==> src/rtl/disp_timing_pkg.sv <==
package disp_timing_pkg;

  // Relative intensity in percent for each code; code 7 is dark.
  function automatic int unsigned level_pct(input logic [2:0] code);
    int unsigned pct;
    case (code)
      3'd0:    pct = 100;
      3'd1:    pct = 80;
      3'd2:    pct = 53;
      3'd3:    pct = 40;
      3'd4:    pct = 27;
      3'd5:    pct = 20;
      3'd6:    pct = 13;
      default: pct = 0;
    endcase
    return pct;
  endfunction

  // Number of lit clocks in a slot, rounded to the nearest whole clock.
  function automatic int unsigned lit_clocks(input logic [2:0] code,
                                             input int unsigned slot_len);
    return (slot_len * level_pct(code) + 50) / 100;
  endfunction

endpackage

==> src/rtl/scan_timer.sv <==
module scan_timer #(
  parameter int unsigned NUM_DIGITS = 8,
  parameter int unsigned SLOT_CLKS  = 28,
  localparam int unsigned SLOT_W    = $clog2(SLOT_CLKS),
  localparam int unsigned DIG_W     = $clog2(NUM_DIGITS)
) (
  input  logic              clk,
  input  logic              rst,
  output logic [SLOT_W-1:0] slot_nxt,
  output logic [DIG_W-1:0]  digit_q
);

  logic [SLOT_W-1:0] slot_q;
  logic [DIG_W-1:0]  digit_nxt;
  logic              slot_wrap;

  always_comb begin
    slot_wrap = (slot_q == SLOT_W'(SLOT_CLKS - 1));
    slot_nxt  = slot_wrap ? '0 : slot_q + 1'b1;
    digit_nxt = digit_q;
    if (slot_wrap)
      digit_nxt = (digit_q == DIG_W'(NUM_DIGITS - 1)) ? '0 : digit_q + 1'b1;
  end

  always_ff @(posedge clk) begin
    if (rst) begin
      slot_q  <= '0;
      digit_q <= '0;
    end else begin
      slot_q  <= slot_nxt;
      digit_q <= digit_nxt;
    end
  end

  // slot position stays inside one slot
  p_slot_range_r1: assert property (@(posedge clk) disable iff (rst)
    slot_q < SLOT_W'(SLOT_CLKS));

  // the scan index only moves at the end of a slot
  p_digit_hold_r1: assert property (@(posedge clk) disable iff (rst)
    (slot_q != SLOT_W'(SLOT_CLKS - 1)) |=> $stable(digit_q));

endmodule

==> src/rtl/flash_timer.sv <==
module flash_timer #(
  parameter int unsigned FLASH_PERIOD = 28672,
  localparam int unsigned FL_W        = $clog2(FLASH_PERIOD),
  localparam int unsigned HALF        = FLASH_PERIOD / 2
) (
  input  logic clk,
  input  logic rst,
  output logic off_nxt
);

  logic [FL_W-1:0] cnt_q;
  logic [FL_W-1:0] cnt_nxt;

  always_comb begin
    cnt_nxt = (cnt_q == FL_W'(FLASH_PERIOD - 1)) ? '0 : cnt_q + 1'b1;
    off_nxt = (cnt_nxt >= FL_W'(HALF));
  end

  always_ff @(posedge clk) begin
    if (rst) cnt_q <= '0;
    else     cnt_q <= cnt_nxt;
  end

  // the flash counter never leaves its period
  p_flash_range_r4: assert property (@(posedge clk) disable iff (rst)
    cnt_q < FL_W'(FLASH_PERIOD));

  // the last position of the cycle is followed by position zero
  p_flash_wrap_r4: assert property (@(posedge clk) disable iff (rst)
    (cnt_q == FL_W'(FLASH_PERIOD - 1)) |=> (cnt_q == '0));

endmodule

==> src/rtl/drive_gate.sv <==
module drive_gate
  import disp_timing_pkg::*;
#(
  parameter int unsigned NUM_DIGITS = 8,
  parameter int unsigned SLOT_CLKS  = 28,
  localparam int unsigned SLOT_W    = $clog2(SLOT_CLKS)
) (
  input  logic                  clk,
  input  logic                  rst,
  input  logic [SLOT_W-1:0]     slot_nxt,
  input  logic                  off_nxt,
  input  logic [2:0]            bright_code,
  input  logic                  flash_en,
  input  logic                  blink_en,
  input  logic [NUM_DIGITS-1:0] flash_attr,
  output logic                  dot_en,
  output logic [NUM_DIGITS-1:0] digit_vis
);

  logic lit_nxt;

  always_comb lit_nxt = (32'(slot_nxt) < lit_clocks(bright_code, SLOT_CLKS));

  always_ff @(posedge clk) begin
    if (rst) dot_en <= 1'b0;
    else     dot_en <= lit_nxt;
  end

  for (genvar d = 0; d < NUM_DIGITS; d++) begin : g_digit
    logic hide;
    always_comb begin
      if (blink_en) hide = off_nxt;
      else          hide = flash_en & flash_attr[d] & off_nxt;
    end
    always_ff @(posedge clk) begin
      if (rst) digit_vis[d] <= 1'b1;
      else     digit_vis[d] <= ~hide;
    end
  end

endmodule

==> src/rtl/disp_refresh_timer.sv <==
module disp_refresh_timer #(
  parameter int unsigned NUM_DIGITS   = 8,
  parameter int unsigned SLOT_CLKS    = 28,
  parameter int unsigned FLASH_PERIOD = 28672,
  localparam int unsigned SLOT_W      = $clog2(SLOT_CLKS),
  localparam int unsigned DIG_W       = $clog2(NUM_DIGITS)
) (
  input  logic                  clk,
  input  logic                  rst,
  input  logic [2:0]            bright_code,
  input  logic                  flash_en,
  input  logic                  blink_en,
  input  logic [NUM_DIGITS-1:0] flash_attr,
  output logic [DIG_W-1:0]      scan_idx,
  output logic [NUM_DIGITS-1:0] digit_vis,
  output logic                  dot_en
);

  logic [SLOT_W-1:0] slot_nxt;
  logic              off_nxt;

  scan_timer #(.NUM_DIGITS(NUM_DIGITS), .SLOT_CLKS(SLOT_CLKS)) u_scan (
    .clk      (clk),
    .rst      (rst),
    .slot_nxt (slot_nxt),
    .digit_q  (scan_idx)
  );

  flash_timer #(.FLASH_PERIOD(FLASH_PERIOD)) u_flash (
    .clk     (clk),
    .rst     (rst),
    .off_nxt (off_nxt)
  );

  drive_gate #(.NUM_DIGITS(NUM_DIGITS), .SLOT_CLKS(SLOT_CLKS)) u_gate (
    .clk         (clk),
    .rst         (rst),
    .slot_nxt    (slot_nxt),
    .off_nxt     (off_nxt),
    .bright_code (bright_code),
    .flash_en    (flash_en),
    .blink_en    (blink_en),
    .flash_attr  (flash_attr),
    .dot_en      (dot_en),
    .digit_vis   (digit_vis)
  );

  // the dark code keeps the dot drive off
  p_blank_r3: assert property (@(posedge clk) disable iff (rst)
    (bright_code == 3'd7) |=> !dot_en);

  // the brightest code keeps the dot drive on
  p_full_r3: assert property (@(posedge clk) disable iff (rst)
    (bright_code == 3'd0) |=> dot_en);

  // with both global enables off, attributes cannot hide a digit
  p_attr_ignored_r6: assert property (@(posedge clk) disable iff (rst)
    (!flash_en && !blink_en) |=> (digit_vis == '1));

  // blink moves all digits together
  p_blink_uniform_r7: assert property (@(posedge clk) disable iff (rst)
    blink_en |=> ((digit_vis == '0) || (digit_vis == '1)));

endmodule

==> config.mk <==
export PLATFORM = sky130hd
export DESIGN_NAME = disp_refresh_timer
export DESIGN_NICKNAME = d
export VERILOG_FILES = /design/src/rtl/disp_timing_pkg.sv /design/src/rtl/scan_timer.sv /design/src/rtl/flash_timer.sv /design/src/rtl/drive_gate.sv /design/src/rtl/disp_refresh_timer.sv
export SDC_FILE = /design/constraint.sdc
export NUM_CORES = 1
export LEC_CHECK = 0
export ABC_CLOCK_PERIOD_IN_PS = 19000
export BUFFER_PORTS_ARGS = -buffer_cell sky130_fd_sc_hd__buf_4
export CORE_MARGIN = 2
export CORE_UTILIZATION = 50
export DETAILED_ROUTE_END_ITERATION = 8
export PLACE_DENSITY = 0.68
export SETUP_SLACK_MARGIN = 0.5
export SLEW_MARGIN = 20
export SYNTH_ARGS = -nofsm -noshare
export SYNTH_HDL_FRONTEND = slang
export SYNTH_SLANG_ARGS = --single-unit
==> constraint.sdc <==
create_clock -name clk -period 19 [get_ports clk]
set_input_delay 0 -clock clk [delete_from_list [all_inputs] [get_ports clk]]
set_output_delay 0 -clock clk [all_outputs]
set_load 0.03 [all_outputs]
== After elaboration in Yosys (flattened, before gate mapping) ==
Index checks and enable logic that the tools add are counted.
Word-level totals
  register bits: 32
  bits in latches: 0
  RAM bits: 0
  ROM bits: 0
  input bits: 15
  output and inout bits: 12
  word-level logic and storage cells: 66
  memories: 0
Operators by class
  $add $sub $neg: 4
  multiply operators: 1
  divide/modulo/power cells: 1
  magnitude comparators: 2
  eq/ne operators: 9
  shift-type cells: 0
  multiplexer cells: 12
  bitwise gates (word level): 24
  reduce and logical (&&, ||, !) cells: 1
Operators with widths (count)
  7-bit one-hot mux with 7 select lines: 1
  32-bit by 6-bit adder with 32-bit output, second input constant: 1
  32-bit by 7-bit divider with 32-bit output, second input constant: 1
  5-bit by 32-bit < comparator with 1-bit output: 1
  1-bit bitwise AND: 16
  15-bit by 1-bit adder with 15-bit output, second input constant: 1
  15-bit == test, second input constant: 1
  15-bit by 14-bit >= comparator with 1-bit output, second input constant: 1
  15-bit two-way mux: 1
  3-bit == test, second input constant: 4
  3-bit by 7-bit multiplier with 10-bit output, first input constant: 1
  1-bit two-way mux: 8
  1-bit NOT: 8
  3-bit by 2-bit == test with 1-bit output, second input constant: 2
  5-bit by 1-bit adder with 5-bit output, second input constant: 1
  5-bit == test, second input constant: 1
  5-bit two-way mux: 1
  3-bit by 1-bit adder with 3-bit output, second input constant: 1
  3-bit by 1-bit == test with 1-bit output, second input constant: 1
  3-bit zero test: 1
  3-bit two-way mux: 1

== Longest topological paths before layout ==
  depth after elaboration: 6
  mapped depth: 37
  mapped depth without buffers: 35

== By module ==
A second synthesis with hierarchy kept.
Unflattened totals
  cells, all modules: 519
  area, all modules: 4020.1 µm²
By module, submodules not included
  drive_gate: times used 1, cells an instance 397, area an instance 2906.5 µm², seq. area each 180.2 µm²
  flash_timer: times used 1, cells an instance 84, area an instance 732.0 µm², seq. area each 300.3 µm²
  scan_timer: times used 1, cells an instance 38, area an instance 381.6 µm², seq. area each 160.2 µm²

== Least setup slack after synthesis ==
No wires, ideal clock.
  path kind: input-to-reg
  start point: input bright_code[0]
  end point: register u_gate.dot_en
  setup time: 0.079 ns
  data arrival time: 7.979 ns
  data required time: 18.921 ns
  slack: 10.942 ns
  stages on the path: 34
  buffers on the path: 2
  cells stage by stage: buf_2 -> inv_1 -> ha_1 -> buf_2 -> nor2b_1 -> a211oi_1 -> fa_1 -> fa_1 -> ha_1 -> xnor2_1 -> nand2_1 -> o21ai_0 -> a21oi_1 -> or4_2 -> o21ai_0 -> a21oi_1 -> ha_1 -> inv_1 -> a31o_1 -> or2_1 -> a221oi_2 -> nand3_1 -> a21boi_2 -> o21a_2 -> o21ai_0 -> or4b_4 -> a211oi_4 -> a211oi_4 -> ha_1 -> a21o_1 -> a211o_1 -> nor3_1 -> nand3_1 -> o221ai_2
Between the ends
  cells in the longest elaborated chain, start to end: 6
  elaborated cells between the ends (all ways): 12
  those cells by class: add/sub: 1; mul: 1; div: 1; order compare: 1; eq/ne: 6; mux: 1; reduce/logical: 1
RTL lines
  from (decl): line disp_refresh_timer.sv:10  | input logic [2:0] bright_code,
  3-bit == test (tied with other cells): line disp_timing_pkg.sv:6  | case (code)
  7-bit one-hot mux with 7 select lines (*): line disp_timing_pkg.sv:6
  3-bit by 7-bit multiplier with 10-bit output (*): line disp_timing_pkg.sv:22  | return (slot_len * level_pct(code) + 50) / 100;
  32-bit by 6-bit adder with 32-bit output (*): line disp_timing_pkg.sv:22
  32-bit by 7-bit divider with 32-bit output (*): line disp_timing_pkg.sv:22
  5-bit by 32-bit < comparator with 1-bit output (*): line drive_gate.sv:22  | always_comb lit_nxt = (32'(slot_nxt) < lit_clocks(bright_code, SLOT_CLKS));
  to (signal assigned): line drive_gate.sv:26  | else dot_en <= lit_nxt;
  to (decl): line drive_gate.sv:16  | output logic dot_en,
Mark *: on every way between the ends. The rest lies on a longest branch, timed or not.
A chain may end at the register's enable or synchronous reset.

== Final worst setup path ==
Same ends and word-level chain as after synthesis.

==> flow_metrics.py <==
metrics = {
    "min_path": {
        "min_from": "flash_attr[5]",
        "hold_depth": 3,
        "hold_path.class": "in -> reg",
        "min_to": "u_gate.digit_vis[5]",
    },
    "yosys": {
        "synth_xor_area_share_pct": 8.932,
        "synth.distinct_cells": 91,
        "synth_top_cell_area_share_pct": 17.59,
        "synth-simple-area-share_pct": 26.45,
        "synth_fa_ha_area_share_pct": 12.71,
        "synth_top_area_cell": "dfxtp_1",
        "synth_top_family_by_area": "simple AND/OR/NAND/NOR gates",
        "synth_area_leaders": "dfxtp_1, ha_1, xnor2_1",
        "synth-edff-count": 0,
        "seq_area_frac_synth_pct": 17.59,
        "synth_flop_cell": "dfxtp_1",
        "synth_compound_gate_area_share_pct": 26.38,
        "synth_mux_area_share_pct": 3.126,
        "synth.avg_cell_area_um2": 8.005,
        "netlist_area_um2": 3642,
        "ys_ff_latch": 32,
        "ys_async_sr_fraction_pct": 0,
        "yosys_warnings": 0,
        "syn-instance-count": 455,
        "syn-num-nets": 504,
    },
    "global_route": {
        "gr-usage-all-layers_pct": 22.21,
        "grt_max_degree": 23,
        "antenna_found_initial": 0,
        "grt_pass1_vias": 3023,
        "grt_pass1_wl_um": 14240,
        "overflow": 0,
    },
    "setup_path": {
        "critical-path-max-stage-delay_ps": 630,
        "rr_worst_depth": 9,
        "start_kind": "input port",
        "critical_path.startpoint": "bright_code[0]",
        "arrival_ps": 8840,
        "end_kind": "flop",
        "timing.rr.end": "u_gate.dot_en",
        "crit_slowest_cell": "a211oi_1",
        "critPathMostFrequentCell": "ha_1",
        "r2r_slack_ps": 16020,
        "r2r-start": "u_scan.slot_q[0]",
        "criticalPathCategory": "in -> reg",
        "crit_path_max_fanout": 15,
        "required_ps": 19210,
    },
    "routing": {
        "drtIter0Drc": 196,
        "firstDrtPassIters": 4,
        "routed_via_density": 5.854,
        "drt_wl_total_um": 8622,
        "vias": 3372,
        "drc": 0,
        "drtAntennaViolNets": 0,
        "wl_per_cell_um": 14.97,
    },
    "placed_design": {
        "place_hpwl_um": 6969,
        "dp_cells": 567,
        "portBuffers": 26,
        "place_congestion": 0.9580,
        "place_area_um2": 3884,
    },
    "pwr": {
        "p_seq_share_pct": 19.3,
        "p_sw_w": 0.0001573,
        "ir_drop_mv": 0.03935,
        "p_per_area_nw_per_um2": 90.47,
        "swShare_pct": 43.25,
        "pwr-share-clk_pct": 19.6,
        "power_frac_comb_pct": 61.1,
        "p_leak_nw": 1.620,
        "power_w": 0.0003637,
        "intPower_w": 0.0002064,
    },
    "floorplanning": {
        "initial_utilization_pct": 51.03,
        "die_area_um2": 7983,
        "ios": 27,
        "die_h_um": 89.35,
        "die_w_um": 89.35,
        "coreArea_um2": 7137,
        "fp-row-count": 31,
    },
    "clock_tree": {
        "cts-hold-fix-buffers": 1,
        "cts_resized": 0,
        "cts_buffer_depth": 2,
        "cts_made_buffers": 5,
        "cts_root_buf": "clkbuf_8",
        "clk_pin_slew_worst_paths_ps": 70,
        "cts_sinks": 32,
        "worstSkewPairLatency_ps": 280,
        "cts_tree": "yes",
        "htreeDepth": 2,
        "cts_setup_buffers": 0,
    },
    "finish": {
        "mostFrequentLayoutCell": "nor2_1",
        "layout_common_cells": "nor2_1, dfxtp_1, nand2_1, ha_1",
        "fin_area_um2": 4020,
        "final_cell_count_no_fill": 576,
        "drive_above_1_share_pct": 16.98,
        "final-seq-area_um2": 640.6,
        "fillCellCount": 675,
        "area_growth_pct": 10.37,
        "finish.utilization_pct": 56.33,
        "final_nets": 525,
        "antenna_cells": 0,
        "multiInputGateArea_um2": 2826,
    },
    "status": {
        "status": "complete, no violations",
    },
    "sta": {
        "tightestPinTransition_ps": 1001,
        "slew_violations": 0,
        "max_freq_ghz": 0.1158,
        "fin_crit_ps": 8638,
        "clock_skew_ps": 8.269,
        "max_slew_margin_pct": 33.10,
        "rsz0062_at_grt": "false",
        "setup_viol": 0,
        "tns_ps": 0,
        "finalCritPeriodShare_pct": 45.46,
        "finalHoldViolations": 0,
    },
    "flow_run": {
        "drv_cap": 0,
    },
}
-- cells by family after synthesis --
group,Yosys count
AND/OR/NAND/NOR,178
AO/OA/AOI/OAI,127
buffers and inverters,39
XOR/XNOR,35
adder cells (fa/ha/maj),34
flip-flops,32
multiplexers,10
-- critical path: cells and delay by family --
family | cells | cell delay [ps]
AOI/OAI and AO/OA | 15 | 3950
xor gates and xnor gates | 1 | 390
adders and majority gates | 6 | 2350
buffers and inverters | 3 | 380
and+or+nand+nor | 8 | 1770
-- routing by layer --
metal	GRT usage, %	vias to the layer above	routed length, um
met2	34.88	78	3875
met3	3.232	10	329
li1	-	1698	-
met4	4.613	0	87
met5	0	-	0
met1	32.30	1586	4330
-- worst max path at each step --
| stage | endpoint | cells after the start |
|---|---|---|
| 2_1_floorplan | u_gate.dot_en | 34 |
| 3_3_place_gp | u_gate.dot_en | 33 |
| 3_5_place_dp | u_gate.dot_en | 33 |
| 4_1_cts | u_gate.dot_en | 33 |
| 5_1_grt | u_gate.dot_en | 33 |
| 6_report | u_gate.dot_en | 33 |
-- state kept, by name (all words and copies together), names as in the netlist --
register,cells
u_flash.cnt_q,15
u_gate.digit_vis,8
u_gate.dot_en,1
u_scan.digit_q,3
u_scan.slot_q,5
-- per-stage QoR --
step                      worst slack, ps  hold WS, ps
final                               10360        66.40
after global routing                 9678        98.35
after CTS                           10420        73.74
after detailed placement            10190        300.9
after global placement              10540        292.7
after floorplan                     10940        80.31
-- layout make-up --
cell class | count | area share (%)
sequential | 32 | 15.94
tap | 99 | 3.081
inverter | 26 | 2.428
clock inverter | 1 | 0.7470
timing repair buffer | 27 | 5.104
clock buffer | 7 | 2.397
multi-input combinational | 384 | 70.31
-- power by group through the flow --
stage	combinational (W)	clock, W	sequential [W]
6_report	0.000222	0.0000713	0.0000701
5_1_grt	0.000242	0.0000755	0.0000703
4_1_cts	0.000219	0.0000721	0.0000701
3_5_place_dp	0.000218	0	0.0000716
3_3_place_gp	0.000216	0	0.0000716
2_1_floorplan	0.000178	0	0.0000728
-- cell usage after synthesis (3+ instances only) --
master and n:
a211o_1 6, a211oi_1 9, a21boi_2 3, a21o_1 4, a21oi_1 23, a31oi_1 12, and2_1 4, and3_1 7
buf_2 5, dfxtp_1 32, fa_1 5, ha_1 29, inv_1 26, mux2_2 3, mux2i_1 4, nand2_1 31
nand2b_1 3, nand3_1 18, nand4_1 3, nor2_1 50, nor2b_1 10, nor3_1 5, nor3b_1 3, nor4_1 3
o211ai_1 6, o21ai_0 23, o221ai_1 3, or2_2 11, or2b_1 3, xnor2_1 22, xor2_1 12
Power figures use the tool's default switching activity.
